--- src/rtl/nibcrc_shifter.sv ---
module nibcrc_shifter #(
   parameter int WORD_W = 32,
   parameter int NIB_W  = 4,
   parameter int STEPS  = 1
) (
   input  logic                   clk,
   input  logic                   rst,
   input  logic                   load_i,
   input  logic [WORD_W-1:0]      word_i,
   input  logic                   last_i,
   output logic                   busy_o,
   output logic                   final_o,
   output logic                   last_o,
   output logic [STEPS*NIB_W-1:0] nibs_o
);
   localparam int SLICE_W = STEPS * NIB_W;
   localparam int CYCLES  = WORD_W / SLICE_W;
   localparam int CNT_W   = $clog2(CYCLES + 1);

   logic [WORD_W-1:0] sreg;
   logic [CNT_W-1:0]  cnt;

   always_ff @(posedge clk) begin
      if (rst) begin
         sreg   <= '0;
         cnt    <= '0;
         busy_o <= 1'b0;
         last_o <= 1'b0;
      end else if (load_i) begin
         sreg   <= word_i;
         cnt    <= CNT_W'(CYCLES);
         busy_o <= 1'b1;
         last_o <= last_i;
      end else if (busy_o) begin
         sreg   <= sreg << SLICE_W;
         cnt    <= cnt - 1'b1;
         if (cnt == CNT_W'(1)) busy_o <= 1'b0;
      end
   end

   assign nibs_o  = sreg[WORD_W-1 -: SLICE_W];
   assign final_o = busy_o && (cnt == CNT_W'(1));

   AST_LOAD_STARTS_BUSY: assert property (@(posedge clk) disable iff (rst)
      load_i |=> busy_o);
   AST_BUSY_HAS_COUNT: assert property (@(posedge clk) disable iff (rst)
      busy_o |-> (cnt != '0));
   AST_NO_LOAD_WHILE_BUSY: assert property (@(posedge clk) disable iff (rst)
      busy_o |-> !load_i);

   if (WORD_W % SLICE_W != 0) begin : g_bad_steps
      $error("nibcrc_shifter: STEPS*NIB_W must divide WORD_W");
   end
endmodule

--- config.mk ---
export PLATFORM = sky130hd
export DESIGN_NAME = nibcrc_shifter
export DESIGN_NICKNAME = d
export VERILOG_FILES = /design/src/rtl/nibcrc_shifter.sv
export SDC_FILE = /design/constraint.sdc
export NUM_CORES = 1
export LEC_CHECK = 0
export ABC_AREA = 1
export BUFFER_PORTS_ARGS = -buffer_cell sky130_fd_sc_hd__buf_4
export CAP_MARGIN = 20
export CORE_UTILIZATION = 47
export DETAILED_ROUTE_END_ITERATION = 12
export PLACE_DENSITY = 0.74
export SETUP_SLACK_MARGIN = 0.02
export SLEW_MARGIN = 20
export SYNTH_ARGS = -nofsm -noshare
export SYNTH_HDL_FRONTEND = slang
export SYNTH_SLANG_ARGS = --single-unit
--- constraint.sdc ---
create_clock -name clk -period 1.1 [get_ports clk]
set_input_delay 0.22 -clock clk [delete_from_list [all_inputs] [get_ports clk]]
set_output_delay 0.22 -clock clk [all_outputs]
set_load 0.01 [all_outputs]
==> qor.yml, run 1 <==
die_h_um: 63.0
grt_antenna_before_repair: 0
fmax_mhz: 757
violations: "negative setup slack"
finalMaxSlewViolations: 0
die-area_um2: 3970
ir_worst_vdd_mv: 0.891
min_from: "last_i"
seq_area_frac_synth_pct: 43.5
initial_core_util_pct: 50.8
synth_adder_area_share_pct: 1.43
avgSynthCellArea_um2: 6.73
finalHoldViolCount: 0
ys_types: 21
synthesis.nets: 298
ff2ff_setup_slack_ns: -0.14
syn_inst: 260
die_x_um: 63.0
r2r_cells: 7
final_cell_mix: "nand2_1, buf_4, dfxtp_1"
tns_ns: -3.36
setup.worst_path.start: "cnt[2]$_SDFFE_PP0P_"
min_period_over_period_pct: 120
cts_made_buffers: 5
synth-compound-area-share_pct: 4.51
final_common_cell: "nand2_1"
reg2reg_to: "sreg[28]$_SDFFE_PP0P_"
nNetsFinal: 347
routed_wl_um: 4730
synth_top_family_by_area: "simple AND/OR/NAND/NOR gates"
clockRootBuffer: "clkbuf_8"
synth-simple-area-share_pct: 37.3
hold_class: "primary input to register"
overflow: 0
rows: 21
r2r_start: "busy_o$_SDFF_PP0_"
path_clk_slew_ns: 0.07
cp-start-kind: "register"
ios: 43
route.antenna.remaining_nets: 0
drc: 0
cp_max_fo: 3
grt_pass1_wl_um: 6930
gp_congestion: 0.782
synthToLayoutAreaGrowth_pct: 51.3
first_pass_iters: 4
dr.first_iter.drc_count: 103
status: "finished with violations"
cp-end-kind: "primary output"
grt_max_degree: 26
endpoint: "final_o"
wl_per_cell_um: 13.3
rsz0062_at_grt: "yes"
finish.utilization_pct: 76.9
crit_arrival_ns: 1.10
p_per_area_nw_per_um2: 1160
critPathKind: "register to primary output"
timing.slew.headroom_pct: 81.4
leakage_uw: 0.00156
n_antenna_cell: 0
insertion_delay_ns: 0.29
htreeDepth: 2
track_usage_pct: 22.2
worst_slack_ns: -0.220
syn_area_um2: 1750
synth_seq_cells: 38
cts_sinks: 38
max_cap_violations: 0
grt_pass1_vias: 1562
cts_hold_buffers: 0
cts_tree: "built"
core-area_um2: 3440
dp.final_hpwl_um: 2640
yosys.area_share.xor_xnor_pct: 0
finClkSkew_ns: 0.00380
vias_per_cell: 5.01
period_needed_ns: 1.32
tightest_slew_ns: 0.278
port-buffer-count: 42
yosysWarnings: 0
synth.area.mux_share_pct: 0
setup_viol: 35
required_ns: 0.88
cts_max_path_buffers: 2
layout-drive-gt1-share_pct: 43.7
num_vias: 1777
[cell type report]
type | count | area (um2)
Clock inverter | 2 | 10.0
Multi-Input combinational cell | 175 | 1110
Timing Repair Buffer | 58 | 514
Clock buffer | 5 | 68.8
Tap cell | 46 | 57.6
Inverter | 31 | 119
Fill cell | 242 | 796
Sequential cell | 38 | 769
[cells in the mapped netlist, drive strengths merged]
| library cell | number | area (um2) |
|---|---|---|
| a211oi | 1 | 7.51 |
| o21ai | 2 | 10.0 |
| ha | 2 | 25.0 |
| nor2 | 15 | 80.1 |
| inv | 31 | 119 |
| a31oi | 5 | 31.3 |
| nor3 | 1 | 5.00 |
| buf | 13 | 101 |
| a21oi | 6 | 30.0 |
| nand2 | 118 | 443 |
| dfxtp | 38 | 761 |
| nand3 | 25 | 125 |
| clkbuf | 3 | 11.3 |
[per-layer routing]
metal	part of all wire (%)	routed length [um]	vias up	global-route usage, %
met1	43	2030	818	29.1
met5	0	0	-	0
met4	2.8	132	0	8.72
met2	50	2350	59	34.8
li1	-	-	884	-
met3	4.8	227	16	5.47
[state kept, by name (all words and copies together), names as in the netlist]
register and flops:
cnt 4, busy_o 1, last_o 1, sreg 32
[critical path: stages, from the launching register on]
cell and delay, ns:
dfxtp_1 0.42, inv_1 0.13, nand3_4 0.10, nor2_2 0.03, buf_4 0.13
[metrics by stage]
stage | cells | hold WS, ns | setup slack, ns | instance area [um2] | power (uW)
2_1_floorplan | 260 | 0.355 | 0.0879 | 1750 | 1800
3_3_place_gp | 341 | 0.449 | 0.0682 | 2100 | 1970
3_5_place_dp | 341 | 0.455 | 0.0475 | 2100 | 1980
4_1_cts | 351 | 0.158 | -0.229 | 2260 | 2900
5_1_grt | 355 | 0.171 | -0.257 | 2650 | 3230
6_report | 355 | 0.159 | -0.220 | 2650 | 3060
[power by group]
group / internal (uW) / total (uW) / switching, uW
Clock: 425 / 898 / 474
Sequential: 1460 / 1530 / 75.3
Combinational: 309 / 627 / 318
[cell families (layout without fill, tap and decap cells)]
group,after synthesis,after routing
buffers and inverters,47,96
adders and majority gates,2,2
AOI/OAI and AO/OA,14,14
and+or+nand+nor,159,159
DFF,38,38
[how the worst min path moves through the flow]
| stage | to | slack [ns] | depth (start not counted) |
|---|---|---|---|
| after detailed placement | sreg[2]$_SDFFE_PP0P_ | 0.46 | 2 |
| final | last_o$_SDFFE_PP0P_ | 0.16 | 3 |
| after global placement | sreg[0]$_SDFFE_PP0P_ | 0.45 | 2 |
| after CTS | last_o$_SDFFE_PP0P_ | 0.16 | 3 |
| after floorplan | last_o$_SDFFE_PP0P_ | 0.35 | 2 |
| after global routing | last_o$_SDFFE_PP0P_ | 0.17 | 3 |
[what timing repair did]
action | in CTS | in global routing
cloned | 0 | 3
endpoints found under the hold margin | 0 | 0
endpoints found under the setup margin | 2 | 34
gates resized for setup | 17 | 77
buffers inserted | 3 | 1
pin swaps | 7 | 31
(Power assumes the default switching activity.)
==> inputs of run 2 (changes only) <==
--- a/config.mk
+++ b/config.mk
@@ -10,7 +10,8 @@
 export CAP_MARGIN = 20
 export CORE_UTILIZATION = 47
 export DETAILED_ROUTE_END_ITERATION = 12
-export PLACE_DENSITY = 0.74
+export PLACE_DENSITY = 0.75
+export REMOVE_ABC_BUFFERS = 1
 export SETUP_SLACK_MARGIN = 0.02
 export SLEW_MARGIN = 20
 export SYNTH_ARGS = -nofsm -noshare
==> qor.yml, run 2 (synthesis gave the netlist of run 1 again) <==
worst_slack_ns: -0.282  # -0.0617 ns
tightest_slew_ns: 0.253  # -0.0250 ns
slowest_stage: "dfxtp_2"
instances_no_fill: 360  # +1.4%
crit_path_max_incr_delay_ns: 0.33  # -0.09 ns
wl_per_cell_um: 13.9  # +4.2%
grt_pass1_vias: 1458  # -6.7%
period_needed_ns: 1.38  # +0.0617 ns
finalHoldViolCount: 0  # unchanged
initial_core_util_pct: 50.8  # unchanged
cts_hold_buffers: 0  # unchanged
largestRegisters: "sreg: 32 flops, cnt: 4 flops"
ios: 43  # unchanged
stdcell_area_um2: 2750  # +3.8%
tns_ns: -1.38  # +1.98 ns
min_from: "last_i"
hold_slack_ns: 0.165  # +0.00669 ns
routed_wl_um: 5000  # +5.7%
placedCellCount: 342  # +0.29%
ir_worst_vdd_mv: 0.915  # +2.7%
route.antenna.remaining_nets: 0  # unchanged
dp.final_hpwl_um: 2420  # -8.3%
cts_max_path_buffers: 2  # unchanged
final_common_cell: "nand2_1"
nNetsFinal: 352  # +1.4%
regArea_um2: 767  # -0.33%
die_h_um: 63.0  # unchanged
vias_per_cell: 5.09  # +1.7%
critPathBufInv: 2  # unchanged
cp-end-kind: "primary output"
die_x_um: 63.0  # unchanged
setup_viol: 30  # -14%
hold_class: "primary input to register"
layout-drive-gt1-share_pct: 45.9  # +2.2 points
min_period_over_period_pct: 126  # +5.6 points
n_antenna_cell: 0  # unchanged
crit_arrival_ns: 1.16  # +0.06 ns
rows: 21  # unchanged
die-area_um2: 3970  # unchanged
path_clk_slew_ns: 0.07  # about the same
dr.first_iter.drc_count: 62  # -40%
cp-start-kind: "register"
post-place-ws_ns: 0.0377  # -0.00985 ns
first_pass_iters: 4  # unchanged
finClkSkew_ns: 0.00291  # -0.000886 ns
r2r_start: "cnt[1]$_SDFFE_PP0P_"
final_cell_mix: "nand2_1, buf_4, dfxtp_1"
drc: 0  # unchanged
num_vias: 1833  # +3.2%
cts_sinks: 38  # unchanged
overflow: 0  # unchanged
rsz0062_at_grt: "yes"
max_cap_violations: 0  # unchanged
postPlaceCellArea_um2: 2130  # +1.5%
cp_max_fo: 2  # -1
grt_max_degree: 20  # -23%
fillCellCount: 209  # -14%
path_cells: "inv_2 -> ha_4 -> nand3_2 -> nor2_1 -> buf_4"
cts_tree: "built"
cts_made_buffers: 5  # unchanged
insertion_delay_ns: 0.28  # about the same
multiInputGateArea_um2: 1130  # +1.7%
timing.slew.headroom_pct: 83.1  # +1.6 points
p_per_area_nw_per_um2: 1130  # -2.0%
required_ns: 0.88  # about the same
grt_pass1_wl_um: 6480  # -6.6%
top_register: "sreg"
critPathKind: "register to primary output"
gp_congestion: 0.811  # +3.8%
track_usage_pct: 20.9  # -1.4 points
leakage_uw: 0.00160  # +2.7%
path_delay_family: "flip-flops"
finalMaxSlewViolations: 0  # unchanged
htreeDepth: 2  # unchanged
violations: "negative setup slack"
core-area_um2: 3440  # unchanged
grt_antenna_before_repair: 0  # unchanged
setup.worst_path.start: "cnt[1]$_SDFFE_PP0P_"
port-buffer-count: 42  # unchanged
clockRootBuffer: "clkbuf_8"
status: "finished with violations"
largest_reg_flops: 32  # unchanged
synthToLayoutAreaGrowth_pct: 57.1
fmax_mhz: 724  # -4.5%
==> run 2: changes by cell type in the layout (fill, tap and decap cells not counted), moves of 2 or more <==
| cell | previous run | this run |
|---|---|---|
| a21oi_1 | 4 | 2 |
| a21oi_2 | 2 | 4 |
| buf_12 | 2 | 5 |
| buf_4 | 49 | 52 |
| buf_6 | 5 | 3 |
| nand2_1 | 90 | 86 |
| nand2_2 | 7 | 11 |
| nor2_1 | 10 | 13 |
| nor2_2 | 3 | 0 |
==> run 2: worst paths after layout <==
path | end | slack [ns] | cells past startpoint
worst max-delay path | final_o | -0.28 | 5
worst min-delay path | last_o$_SDFFE_PP0P_ | 0.17 | 3
worst max register to register | busy_o$_SDFF_PP0_ | -0.17 | 8
worst min register to register | sreg[2]$_SDFFE_PP0P_ | 0.48 | 2
==> run 2: what timing repair did <==
| item | 4_1_cts | 5_1_grt |
|---|---|---|
| setup endpoints to repair | 2 | 35 |
| pin swaps | 7 | 27 |
| buffers inserted | 7 | 4 |
| cloned | 0 | 3 |
| gates resized for setup | 14 | 84 |
==> run 2: layout make-up <==
type / count / area share, %
clock inverter: 2 / 0.364
multi-input combinational: 175 / 41.0
tap: 46 / 2.09
inverter: 31 / 4.33
timing repair buffer: 63 / 21.8
sequential: 38 / 27.9
clock buffer: 5 / 2.50
==> run 2: report_power, final <==
part           total, uW  switching, uW  internal [uW]
registers           1530           75.6           1460
clock network        894            469            425
logic                685            336            349
==> run 2: through the flow <==
step	utilization (%)	power (uW)
floorplan	-	1740
global placement	62.0	1990
detailed placement	62.0	2000
CTS	67.2	2910
global route	79.8	3260
finish	79.8	3110
==> run 2: worst register-to-register path: cells and delay by family (launching register included) <==
kind | cells | cell delay, ns
simple gates | 1 | 0.08
compound gates | 1 | 0.11
flops | 1 | 0.33
buf+inv | 5 | 0.50
fa+ha+maj | 1 | 0.13
==> run 2: routing by layer <==
metal,global-route usage [%],share of wire (%)
met1,26.2,41
met2,34.7,54
met3,3.83,4.2
met4,8.72,1.4
met5,0,0
==> inputs of run 3 (changes only) <==
--- a/config.mk
+++ b/config.mk
@@ -10,6 +10,7 @@
 export CAP_MARGIN = 20
 export CORE_UTILIZATION = 47
 export DETAILED_ROUTE_END_ITERATION = 12
+export MAX_ROUTING_LAYER = met4
 export PLACE_DENSITY = 0.75
 export REMOVE_ABC_BUFFERS = 1
 export SETUP_SLACK_MARGIN = 0.02
==> qor.yml, run 3 (synthesis gave the netlist of run 1 again) <==
nNetsFinal: 352  # unchanged
grt_antenna_before_repair: 0  # unchanged
holdPathStages: 3  # unchanged
met1_length_um: 2030  # -0.25%
ff2ff_setup_slack_ns: -0.17  # about the same
r2r_cells: 8  # unchanged
final_common_cell: "nand2_1"
cts_max_path_buffers: 2  # unchanged
clockRootBuffer: "clkbuf_8"
route.antenna.remaining_nets: 0  # unchanged
power_switching_share_pct: 28.3  # about the same
initial_core_util_pct: 50.8  # unchanged
insertion_delay_ns: 0.28  # about the same
path_cells: "inv_2 -> ha_4 -> nand3_2 -> nor2_1 -> buf_4"
synthToLayoutAreaGrowth_pct: 57.1  # unchanged
gp_congestion: 0.823  # +1.5%
min_from: "last_i"
p_per_area_nw_per_um2: 1130  # about the same
dr.first_iter.drc_count: 81  # +31%
leakage_uw: 0.00160  # unchanged
period_needed_ns: 1.38  # -0.00184 ns
largest_reg_flops: 32  # unchanged
top_register: "sreg"
cell_internal_pwr_uw: 2230  # about the same
postPlaceCellArea_um2: 2130  # unchanged
dp.final_hpwl_um: 2420  # unchanged
tightest_slew_ns: 0.253  # -0.000401 ns
vias_per_cell: 5.05  # -0.82%
max_cap_violations: 0  # unchanged
r2r_start: "cnt[1]$_SDFFE_PP0P_"
hold_slack_ns: 0.165  # -0.000204 ns
setup_viol: 31  # +3.3%
finalMaxSlewViolations: 0  # unchanged
cts_tree: "built"
finalHoldViolCount: 0  # unchanged
num_vias: 1818  # -0.82%
critPathKind: "register to primary output"
largestRegisters: "sreg: 32 flops, cnt: 4 flops"
ir_worst_vdd_mv: 0.915  # about the same
reg2reg_to: "busy_o$_SDFF_PP0_"
critPathBufInv: 2  # unchanged
core-area_um2: 3440  # unchanged
stdcell_area_um2: 2750  # unchanged
pwr-share-clk_pct: 28.8  # about the same
switchingPower_uw: 881  # +0.14%
fmax_mhz: 725  # +0.13%
die_x_um: 63.0  # unchanged
wl_met3_um: 188  # -9.6%
overflow: 0  # unchanged
cp-end-kind: "primary output"
tns_ns: -1.34  # +0.0425 ns
die_h_um: 63.0  # unchanged
cts_made_buffers: 5  # unchanged
track_usage_pct: 21.4  # +0.56 points
wl_per_cell_um: 13.8  # -0.88%
port-buffer-count: 42  # unchanged
hold_class: "primary input to register"
routed_wl_um: 4960  # -0.88%
cp-start-kind: "register"
grt_max_degree: 20  # unchanged
path_delay_family: "flip-flops"
cts_sinks: 38  # unchanged
slowest_stage: "dfxtp_2"
met2_length_um: 2660  # -0.71%
combPwrFrac_pct: 22.0  # about the same
ios: 43  # unchanged
post-place-ws_ns: 0.0377  # unchanged
grt_pass1_wl_um: 6470  # -0.22%
cp_max_fo: 2  # unchanged
layout-drive-gt1-share_pct: 45.9  # unchanged
violations: "negative setup slack"
required_ns: 0.88  # about the same
drc: 0  # unchanged
htreeDepth: 2  # unchanged
path_clk_slew_ns: 0.07  # about the same
min_period_over_period_pct: 125  # -0.17 points
rows: 21  # unchanged
pwr-share-seq_pct: 49.3  # about the same
status: "finished with violations"
min_to: "last_o$_SDFFE_PP0P_"
first_pass_iters: 4  # unchanged
n_antenna_cell: 0  # unchanged
die-area_um2: 3970  # unchanged
top_layer_used: "met4"
worst_slack_ns: -0.280  # +0.00184 ns
finalPower_uw: 3110  # about the same
rsz0062_at_grt: "yes"
crit_arrival_ns: 1.16  # about the same
timing.slew.headroom_pct: 83.1  # about the same
crit_path_max_incr_delay_ns: 0.33  # about the same
cts_hold_buffers: 0  # unchanged
grt_pass1_vias: 1460  # +0.14%
finClkSkew_ns: 0.00344  # +0.000527 ns
final_cell_mix: "nand2_1, buf_4, dfxtp_1"
## run 3: cell counts in the layout (fill, tap and decap cells not counted)
No cell type changed its count.
## run 3: how the worst max path moves through the flow
stage                     cells after the start                start                     to  slack, ns
after floorplan                               5    busy_o$_SDFF_PP0_  sreg[12]$_SDFFE_PP0P_       -0.1
after global placement                        5  cnt[1]$_SDFFE_PP0P_                final_o       0.06
after detailed placement                      5    busy_o$_SDFF_PP0_    cnt[3]$_SDFFE_PP0P_       0.04
after CTS                                     5  cnt[1]$_SDFFE_PP0P_                final_o      -0.23
after global routing                          5  cnt[1]$_SDFFE_PP0P_                final_o      -0.31
final                                         5  cnt[1]$_SDFFE_PP0P_                final_o      -0.28
## run 3: metal layers
layer,up-vias,GRT usage [%]
li1,894,-
met1,867,26.1
met2,50,34.7
met3,7,3.83
met4,0,8.72
met5,-,-
## run 3: what timing repair did
action | 4_1_cts | 5_1_grt
setup endpoints to repair | 2 | 35
pin swaps | 7 | 27
cloned | 0 | 3
setup buffers | 7 | 4
endpoints found under the hold margin | 0 | 0
gates resized for setup | 14 | 84
## run 3: worst reg2reg max path, stage by stage, from the launching register on
cell	delay [ns]
dfxtp_2	0.33
inv_2	0.07
ha_4	0.13
nand3_2	0.09
buf_4	0.14
buf_4	0.12
buf_4	0.12
o21ai_2	0.11
inv_1	0.05
## run 3: final cells by class
class / count / area, um2
Clock buffer: 5 / 68.8
Sequential cell: 38 / 767
Inverter: 31 / 119
Timing Repair Buffer: 63 / 599
Clock inverter: 2 / 10.0
Tap cell: 46 / 57.6
Multi-Input combinational cell: 175 / 1130
Fill cell: 209 / 694
## run 3: through the flow
step	util [%]	cells
2_1_floorplan	-	244
3_3_place_gp	62.0	342
3_5_place_dp	62.0	342
4_1_cts	67.2	356
5_1_grt	79.8	360
6_report	79.8	360
## run 3: power groups by stage
| stage | combinational [uW] | sequential (uW) | clock, uW |
|---|---|---|---|
| 2_1_floorplan | 207 | 1530 | 0 |
| 3_3_place_gp | 459 | 1530 | 0 |
| 3_5_place_dp | 466 | 1530 | 0 |
| 4_1_cts | 502 | 1500 | 909 |
| 5_1_grt | 738 | 1540 | 979 |
| 6_report | 684 | 1530 | 896 |
